--- src/rtl/bag_pkg.sv ---
package bag_pkg;

   localparam int LEN_LOG_MAX = 4;
   localparam int LEN_W       = LEN_LOG_MAX;
   localparam int SIZE_W      = 3;
   localparam int SIZE_LOG_MAX = (1 << SIZE_W) - 1;
   localparam int OFF_W       = LEN_LOG_MAX + SIZE_LOG_MAX;

   typedef enum logic [2:0] {
      BT_SINGLE = 3'b000,
      BT_UNDEF  = 3'b001,
      BT_WRAP4  = 3'b010,
      BT_INCR4  = 3'b011,
      BT_WRAP8  = 3'b100,
      BT_INCR8  = 3'b101,
      BT_WRAP16 = 3'b110,
      BT_INCR16 = 3'b111
   } burst_code_e;

   typedef struct packed {
      logic             wrap;
      logic             fixed;
      logic [LEN_W-1:0] len_m1;
      logic [2:0]       len_log;
   } burst_cfg_t;

endpackage

--- src/rtl/bag_decode.sv ---
module bag_decode
   import bag_pkg::*;
(
   input  logic [2:0] code_i,
   output burst_cfg_t cfg_o
);

   always_comb begin
      cfg_o = '0;
      case (burst_code_e'(code_i))
         BT_SINGLE: begin
            cfg_o.fixed   = 1'b1;
            cfg_o.len_m1  = LEN_W'(0);
            cfg_o.len_log = 3'd0;
         end
         BT_UNDEF: begin
            cfg_o.fixed   = 1'b0;
            cfg_o.len_m1  = '1;
            cfg_o.len_log = 3'd0;
         end
         BT_WRAP4, BT_INCR4: begin
            cfg_o.fixed   = 1'b1;
            cfg_o.wrap    = (code_i == BT_WRAP4);
            cfg_o.len_m1  = LEN_W'(3);
            cfg_o.len_log = 3'd2;
         end
         BT_WRAP8, BT_INCR8: begin
            cfg_o.fixed   = 1'b1;
            cfg_o.wrap    = (code_i == BT_WRAP8);
            cfg_o.len_m1  = LEN_W'(7);
            cfg_o.len_log = 3'd3;
         end
         BT_WRAP16, BT_INCR16: begin
            cfg_o.fixed   = 1'b1;
            cfg_o.wrap    = (code_i == BT_WRAP16);
            cfg_o.len_m1  = LEN_W'(15);
            cfg_o.len_log = 3'd4;
         end
         default: cfg_o = '0;
      endcase
   end

endmodule

--- src/rtl/bag_next_addr.sv ---
module bag_next_addr
   import bag_pkg::*;
#(
   parameter int ADDR_W = 32
) (
   input  logic [ADDR_W-1:0] cur_i,
   input  logic [SIZE_W-1:0] size_i,
   input  logic [2:0]        len_log_i,
   input  logic              wrap_i,
   output logic [ADDR_W-1:0] nxt_o
);

   localparam int SH_W = 4;

   logic [ADDR_W-1:0] step;
   logic [ADDR_W-1:0] sum;
   logic [SH_W-1:0]   blk_log;
   logic [ADDR_W-1:0] off_mask;

   assign step     = ADDR_W'(1) << size_i;
   assign sum      = cur_i + step;
   assign blk_log  = {1'b0, len_log_i} + {1'b0, size_i};
   assign off_mask = (ADDR_W'(1) << blk_log) - ADDR_W'(1);

   // Per bit: offset bits take the sum, block bits keep the base when wrapping.
   for (genvar i = 0; i < ADDR_W; i++) begin : g_bit
      assign nxt_o[i] = (wrap_i && !off_mask[i]) ? cur_i[i] : sum[i];
   end

endmodule

--- src/rtl/bag_beat_ctr.sv ---
module bag_beat_ctr
   import bag_pkg::*;
(
   input  logic             clk,
   input  logic             rst_n,
   input  logic             clr_i,
   input  logic             adv_i,
   input  logic             active_i,
   input  logic             fixed_i,
   input  logic [LEN_W-1:0] len_m1_i,
   output logic             is_last_o
);

   logic [LEN_W-1:0] cnt_q;

   always_ff @(posedge clk or negedge rst_n) begin
      if (!rst_n) begin
         cnt_q <= '0;
      end else if (clr_i) begin
         cnt_q <= '0;
      end else if (adv_i && fixed_i) begin
         cnt_q <= cnt_q + LEN_W'(1);
      end
   end

   assign is_last_o = fixed_i && (cnt_q == len_m1_i);

   AST_CNT_IN_RANGE: assert property (@(posedge clk) disable iff (!rst_n)
      (active_i && fixed_i) |-> (cnt_q <= len_m1_i));

endmodule

--- src/rtl/burst_addr_gen.sv ---
module burst_addr_gen
   import bag_pkg::*;
#(
   parameter int ADDR_W = 32
) (
   input  logic              clk,
   input  logic              rst_n,
   input  logic              start_i,
   input  logic [ADDR_W-1:0] start_addr_i,
   input  logic [2:0]        size_i,
   input  logic [2:0]        burst_i,
   input  logic              ready_i,
   input  logic              stop_i,
   output logic              active_o,
   output logic [ADDR_W-1:0] addr_o,
   output logic              seq_o,
   output logic              last_o
);

   if (ADDR_W < OFF_W + 1) begin : g_bad_width
      $error("burst_addr_gen: ADDR_W must exceed the widest wrap offset");
   end

   burst_cfg_t        dec_cfg;
   burst_cfg_t        cfg_q;
   logic [2:0]        size_q;
   logic              active_q;
   logic              seq_q;
   logic [ADDR_W-1:0] addr_q;
   logic [ADDR_W-1:0] addr_nxt;
   logic              is_last;
   logic              load;
   logic              accept;
   logic              finish;

   bag_decode u_dec (
      .code_i (burst_i),
      .cfg_o  (dec_cfg)
   );

   bag_next_addr #(.ADDR_W(ADDR_W)) u_nxt (
      .cur_i     (addr_q),
      .size_i    (size_q),
      .len_log_i (cfg_q.len_log),
      .wrap_i    (cfg_q.wrap),
      .nxt_o     (addr_nxt)
   );

   assign load   = start_i && !active_q;
   assign accept = active_q && ready_i;
   assign finish = accept && ((cfg_q.fixed && is_last) || (!cfg_q.fixed && stop_i));

   bag_beat_ctr u_ctr (
      .clk       (clk),
      .rst_n     (rst_n),
      .clr_i     (load),
      .adv_i     (accept && !finish),
      .active_i  (active_q),
      .fixed_i   (cfg_q.fixed),
      .len_m1_i  (cfg_q.len_m1),
      .is_last_o (is_last)
   );

   always_ff @(posedge clk or negedge rst_n) begin
      if (!rst_n) begin
         active_q <= 1'b0;
         seq_q    <= 1'b0;
         addr_q   <= '0;
         size_q   <= '0;
         cfg_q    <= '0;
      end else if (load) begin
         active_q <= 1'b1;
         seq_q    <= 1'b0;
         addr_q   <= start_addr_i;
         size_q   <= size_i;
         cfg_q    <= dec_cfg;
      end else if (finish) begin
         active_q <= 1'b0;
         seq_q    <= 1'b0;
      end else if (accept) begin
         seq_q    <= 1'b1;
         addr_q   <= addr_nxt;
      end
   end

   assign active_o = active_q;
   assign addr_o   = addr_q;
   assign seq_o    = seq_q;
   assign last_o   = active_q && is_last;

   logic [ADDR_W-1:0] blk_mask;
   assign blk_mask = (ADDR_W'(1) << ({1'b0, cfg_q.len_log} + {1'b0, size_q})) - ADDR_W'(1);

   AST_STALL_HOLD: assert property (@(posedge clk) disable iff (!rst_n)
      (active_o && !ready_i) |=> (active_o && $stable(addr_o) && $stable(seq_o) && $stable(last_o)));

   AST_FIRST_NONSEQ: assert property (@(posedge clk) disable iff (!rst_n)
      $rose(active_o) |-> !seq_o);

   AST_LAST_CLOSES: assert property (@(posedge clk) disable iff (!rst_n)
      (active_o && ready_i && last_o) |=> !active_o);

   AST_WRAP_BASE_KEPT: assert property (@(posedge clk) disable iff (!rst_n)
      (active_o && ready_i && !last_o && cfg_q.wrap)
      |=> ((addr_o & ~blk_mask) == ($past(addr_o) & ~blk_mask)));

   AST_INCR_STEP: assert property (@(posedge clk) disable iff (!rst_n)
      (active_o && ready_i && !last_o && !cfg_q.wrap && !(stop_i && !cfg_q.fixed))
      |=> (addr_o == $past(addr_o) + (ADDR_W'(1) << size_q)));

   AST_BUSY_START_IGNORED: assert property (@(posedge clk) disable iff (!rst_n)
      (active_o && start_i && ready_i && !last_o && cfg_q.fixed) |=> (active_o && seq_o));

   AST_UNDEF_NO_LAST: assert property (@(posedge clk) disable iff (!rst_n)
      (active_o && seq_o && !cfg_q.fixed) |-> !last_o);

endmodule

--- config.mk ---
export PLATFORM = sky130hd
export DESIGN_NAME = burst_addr_gen
export DESIGN_NICKNAME = d
export VERILOG_FILES = /design/src/rtl/bag_pkg.sv /design/src/rtl/bag_decode.sv /design/src/rtl/bag_next_addr.sv /design/src/rtl/bag_beat_ctr.sv /design/src/rtl/burst_addr_gen.sv
export SDC_FILE = /design/constraint.sdc
export NUM_CORES = 1
export LEC_CHECK = 0
export ABC_AREA = 0
export ABC_CLOCK_PERIOD_IN_PS = 4100
export CAP_MARGIN = 20
export CORE_MARGIN = 2
export CORE_UTILIZATION = 45
export CTS_BUF_LIST = sky130_fd_sc_hd__clkbuf_8 sky130_fd_sc_hd__clkbuf_16
export CTS_CLUSTER_SIZE = 14
export DETAILED_ROUTE_END_ITERATION = 8
export DONT_BUFFER_PORTS = 1
export PLACE_DENSITY = 0.68
export SYNTH_ARGS = -nofsm -noshare
export SYNTH_HDL_FRONTEND = slang
export SYNTH_SLANG_ARGS = --single-unit
--- constraint.sdc ---
create_clock -name clk -period 4.1 [get_ports clk]
set_input_delay 0.615 -clock clk [delete_from_list [all_inputs] [get_ports clk]]
set_output_delay 0.615 -clock clk [all_outputs]
set_load 0.1 [all_outputs]
==> impl_metrics.toml, run 1 <==
[outcome]
outcome = "finished, final reports clean"

[logic_synthesis]
synth_area_leaders = "dfrtp_1, nand2_1, ha_1, o21ai_0, a21oi_1"
synth_top_flop_cell = "dfrtp_1"
synthDominantCellAreaShare = 0.345
yosysTopAreaCell = "dfrtp_1"
synthCells = 428
syn-num-nets = 487
synth_area_um2 = 3550
synth_edf_count = 0
yosys_register_bits = 49
synthTopCellsByCount = "nand2_1, dfrtp_1, o21ai_0"
avgSynthCellArea_um2 = 8.30
post-synth-top-count-cell = "nand2_1"
synthArstFlopShare = 1.00
synth_seq_area_share = 0.345
yosysWarnings = 0
synth.distinct_cells = 62

[global_route]
grt_pass1_vias = 3166
grt_util_all_layers = 0.220
grt_pass1_wl_um = 15300
antenna_found_initial = 0
grt_max_degree = 62
overflow = 0

[cells_and_area]
instances_no_fill = 549
layout-drive-gt1-share = 0.123
multi_input_area_um2 = 2200
final_net_count = 505
area_growth_pct = 11.8
register_area_um2 = 1230
fillers = 753
diodes = 0

[setup_path]
cp_max_fo = 14
r2r_slack_ns = 0.54
path_delay_family = "adder cells"
crit_type = "reg -> reg"
slowest_delay_ns = 0.63
startpoint = "size_q[0]$_DFFE_PN0P_"
r2r_end = "addr_o[30]$_DFFE_PN0P_"
reg2reg_from = "size_q[0]$_DFFE_PN0P_"
worstSetupEndpoint = "addr_o[30]$_DFFE_PN0P_"
crit_path_cell_trace = "ha_1 -> inv_1 -> fa_1 -> nor2b_1 -> nand2_1 -> ha_1 -> a41oi_4 -> or2_1 -> or2_1 -> o311ai_1"
r2r_cells = 10
critPathRequiredTime_ns = 4.31
crit_buf_inv = 1
cp.arrival_ns = 3.77
crit_path_end_kind = "register"
path_depth = 10
crit_path_start_kind = "register"
cpMaxStageDelayCell = "fa_1"

[worst_hold_path]
hp-class = "in -> async"

[sta]
max_slew.worst_pin.slew_ns = 1.02
finalHoldViolations = 0
fmax_mhz = 281
min_period_over_period = 0.869
rsz0062_at_grt = "no"
fin_crit_ns = 3.56
relSlewSlack = 0.320
finalSetupViolations = 0
setup_tns_ns = 0
slew_viol_final = 0
fin_worst_skew_ns = 0.00692

[clocking]
cts_setup_buffers = 0
clkLatencyLatePin_ns = 0.31
clk_pin_slew_worst_paths_ns = 0.10
cts_resized = 0
cts_htree_levels = 2
cts_tree = "done"
hold_buffers = 1
numClockSinks = 49
clockBufferDepth = 2
cts_buffers = 5
clockRootBuffer = "clkbuf_8"

[drt]
wl_um = 9220
drt_iter0_markers = 167
antenna_left = 0
firstDrtPassIters = 4
drc = 0
vias = 3239
via_per_inst = 5.90
wl_per_cell_um = 16.8

[die]
die_h_um = 92.8
num_rows = 32
start_util = 0.462
coreArea_um2 = 7690
die_w_um = 92.8
dieArea_um2 = 8620
pin_count = 78

[placement]
globalplace.congestion = 0.886
dp.final_hpwl_um = 6580
dpl.cell_count = 540
io_buffers = 0

[flow_run]
drv_cap = 0
metrics by stage:
step	area, um2	util	setup WS, ns	hold WS [ns]
2_1_floorplan	3550	-	1.01	0.319
3_3_place_gp	3840	0.500	0.746	0.321
3_5_place_dp	3840	0.500	0.575	0.321
4_1_cts	3970	0.516	0.564	0.156
5_1_grt	3970	0.516	0.222	0.161
6_report	3970	0.516	0.538	0.148
cell usage in the layout (no fill, tap or decap), drive strengths merged, types with 6 or more instances in the layout:
cell,n
and3,8
inv,13
nor2,34
nor2b,6
xnor2,14
nand2,62
nand3,12
and2,6
clkbuf,6
a21oi,34
ha,14
a31oi,14
nor3,6
o21ai,35
a21o,10
dfrtp,49
buf,33
routing by layer:
layer  wire length [um]  up-vias  track usage
met1               4220     1557        0.300
met3                580        5       0.0423
met4                 61        0       0.0502
li1                   -     1587            -
met2               4350       90        0.363
met5                  0        -            0
registers in the layout, indices dropped and copies added (netlist names):
| register | cells |
|---|---|
| active_o | 1 |
| u_ctr.cnt_q | 4 |
| addr_o | 32 |
| size_q | 3 |
| seq_o | 1 |
| cfg_q | 8 |
logic make-up after synthesis:
| kind of cell | Yosys count | synth area share |
|---|---|---|
| buf+inv | 34 | 0.0370 |
| flops | 49 | 0.345 |
| simple gates | 169 | 0.237 |
| mux | 7 | 0.0208 |
| fa+ha+maj | 16 | 0.0606 |
| compound gates | 134 | 0.250 |
| xor+xnor | 19 | 0.0490 |
how the worst min path moves through the flow:
stage / startpoint / endpoint / slack [ns]
after floorplan: rst_n / active_o$_DFFE_PN0N_ / 0.32
after global placement: rst_n / addr_o[9]$_DFFE_PN0P_ / 0.32
after detailed placement: rst_n / addr_o[9]$_DFFE_PN0P_ / 0.32
after CTS: rst_n / addr_o[22]$_DFFE_PN0P_ / 0.16
after global routing: rst_n / addr_o[26]$_DFFE_PN0P_ / 0.16
final: rst_n / addr_o[26]$_DFFE_PN0P_ / 0.15
cell type report:
class	count	share of cell area
flip-flops and latches	49	0.309
clock buffers	6	0.0208
multi-input cells	345	0.555
clock inverters	2	0.00441
well taps	102	0.0321
inverters	12	0.0113
repair buffers	33	0.0674
worst register-to-register path: stages, from the launching register on:
cell and delay [ns]:
dfrtp_1 0.50, ha_1 0.22, inv_1 0.05, fa_1 0.63, nor2b_1 0.26, nand2_1 0.10, ha_1 0.48, a41oi_4 0.24
or2_1 0.40, or2_1 0.33, o311ai_1 0.24
Power of run 1 is left out: the tool's default activity adds up to more than one toggle a clock period on the data nets, which glitch-free logic cannot reach.
==> run 2: changes to the inputs <==
BUFFER_PORTS_ARGS = -buffer_cell sky130_fd_sc_hd__buf_2   (was default)
DONT_BUFFER_PORTS = default   (was 1)
PLACE_DENSITY = 0.76   (was 0.68)
==> impl_metrics.toml, run 2 (synthesis gave the netlist of run 1 again) <==
[clocking]
cts_tree = "done"
clockBufferDepth = 2
clk_pin_slew_worst_paths_ns = 0.10
numClockSinks = 49
hold_buffers = 0
clockRootBuffer = "clkbuf_8"
cts_setup_buffers = 0
cts_resized = 0
cts_htree_levels = 2
clkLatencyLatePin_ns = 0.32
cts_buffers = 5

[global_route]
grt_pass1_wl_um = 15100
antenna_found_initial = 0
grt_pass1_vias = 3193
overflow = 0
grt_util_all_layers = 0.215
grt_max_degree = 62

[cells_and_area]
final_common_cell = "buf_2"
final_cell_mix = "buf_2, nand2_1, dfrtp_1"
area_growth_pct = 16.3
fin_area_um2 = 4130
final_net_count = 555
layout-drive-gt1-share = 0.209
fillers = 726
diodes = 0
largest_reg_flops = 32

[sta]
fmax_mhz = 282
rsz0062_at_grt = "no"
slew_viol_final = 0
finalSetupViolations = 0
max_slew.worst_pin.slew_ns = 0.866
finalHoldViolations = 0
setup_tns_ns = 0
min_period_over_period = 0.864
holdWs_ns = 0.390
fin_worst_skew_ns = 0.0150
relSlewSlack = 0.423
fin_crit_ns = 3.54
timing.final.ws_setup_ns = 0.558

[placement]
place_ws_ns = 0.622
io_buffers = 77
postPlaceCellArea_um2 = 4030
globalplace.congestion = 0.870
dp.final_hpwl_um = 6550

[setup_path]
crit_path_start_kind = "register"
crit_path_end_kind = "register"
cp_max_fo = 14
crit_type = "reg -> reg"
cp.arrival_ns = 3.77
critPathRequiredTime_ns = 4.33

[drt]
drt_iter0_markers = 164
antenna_left = 0
vias = 3510
via_per_inst = 5.86
wl_um = 9060
firstDrtPassIters = 5
wl_per_cell_um = 15.1
drc = 0

[die]
coreArea_um2 = 7690
start_util = 0.462
num_rows = 32
pin_count = 78
die_w_um = 92.8
dieArea_um2 = 8620
die_h_um = 92.8

[worst_hold_path]
hp-class = "in -> async"

[flow_run]
drv_cap = 0

[outcome]
outcome = "finished, final reports clean"
-- run 2: cell count changes in the layout (fill, tap and decap cells not counted), sizes merged --
cell,previous run,this run
clkinvlp,0,1
buf,33,83
clkinv,1,0
-- run 2: per-stage QoR --
stage	std cells	util
CTS	599	0.537
global route	599	0.537
global placement	591	0.524
floorplan	428	-
finish	599	0.537
detailed placement	591	0.524
-- run 2: metal layers --
layer	share of wire	track usage	wire length (um)	vias up
li1	-	-	-	1692
met1	0.46	0.295	4140	1670
met2	0.47	0.353	4270	128
met3	0.049	0.0244	447	20
met4	0.023	0.0772	206	0
met5	0	0	0	-
-- run 2: path summary, 6_finish.rpt --
path | startpoint | end | slack [ns] | cells past startpoint
setup / recovery | size_q[0]$_DFFE_PN0P_ | addr_o[12]$_DFFE_PN0P_ | 0.56 | 13
hold / removal | rst_n | addr_o[28]$_DFFE_PN0P_ | 0.39 | 2
setup reg to reg | size_q[0]$_DFFE_PN0P_ | addr_o[12]$_DFFE_PN0P_ | 0.56 | 13
hold reg to reg | cfg_q[2]$_DFFE_PN0P_ | cfg_q[2]$_DFFE_PN0P_ | 0.50 | 2
max in group asynchronous | rst_n | addr_o[0]$_DFFE_PN0P_ | 3.27 | 2
min in group clk | start_addr_i[19] | addr_o[19]$_DFFE_PN0P_ | 0.49 | 3
-- run 2: layout make-up --
cell class              count  area (um2)  area share
repair buffers             83         430       0.104
clock inverters             2        16.3     0.00394
multi-input cells         345        2200       0.533
inverters                  12        45.0      0.0109
well taps                 102         128      0.0309
flip-flops and latches     49        1230       0.297
clock buffers               6        82.6      0.0200
-- run 2: worst max-delay path: stages, from the launching register on --
cell,delay (ns)
dfrtp_1,0.52
ha_1,0.23
inv_1,0.06
fa_1,0.43
or2b_1,0.25
o21ai_0,0.12
nor2b_1,0.30
nand3_1,0.12
ha_1,0.40
xnor2_1,0.20
or3_1,0.31
a21oi_1,0.19
nor2b_1,0.16
a2bb2oi_1,0.16
Power of run 2 is left out for the same reason.
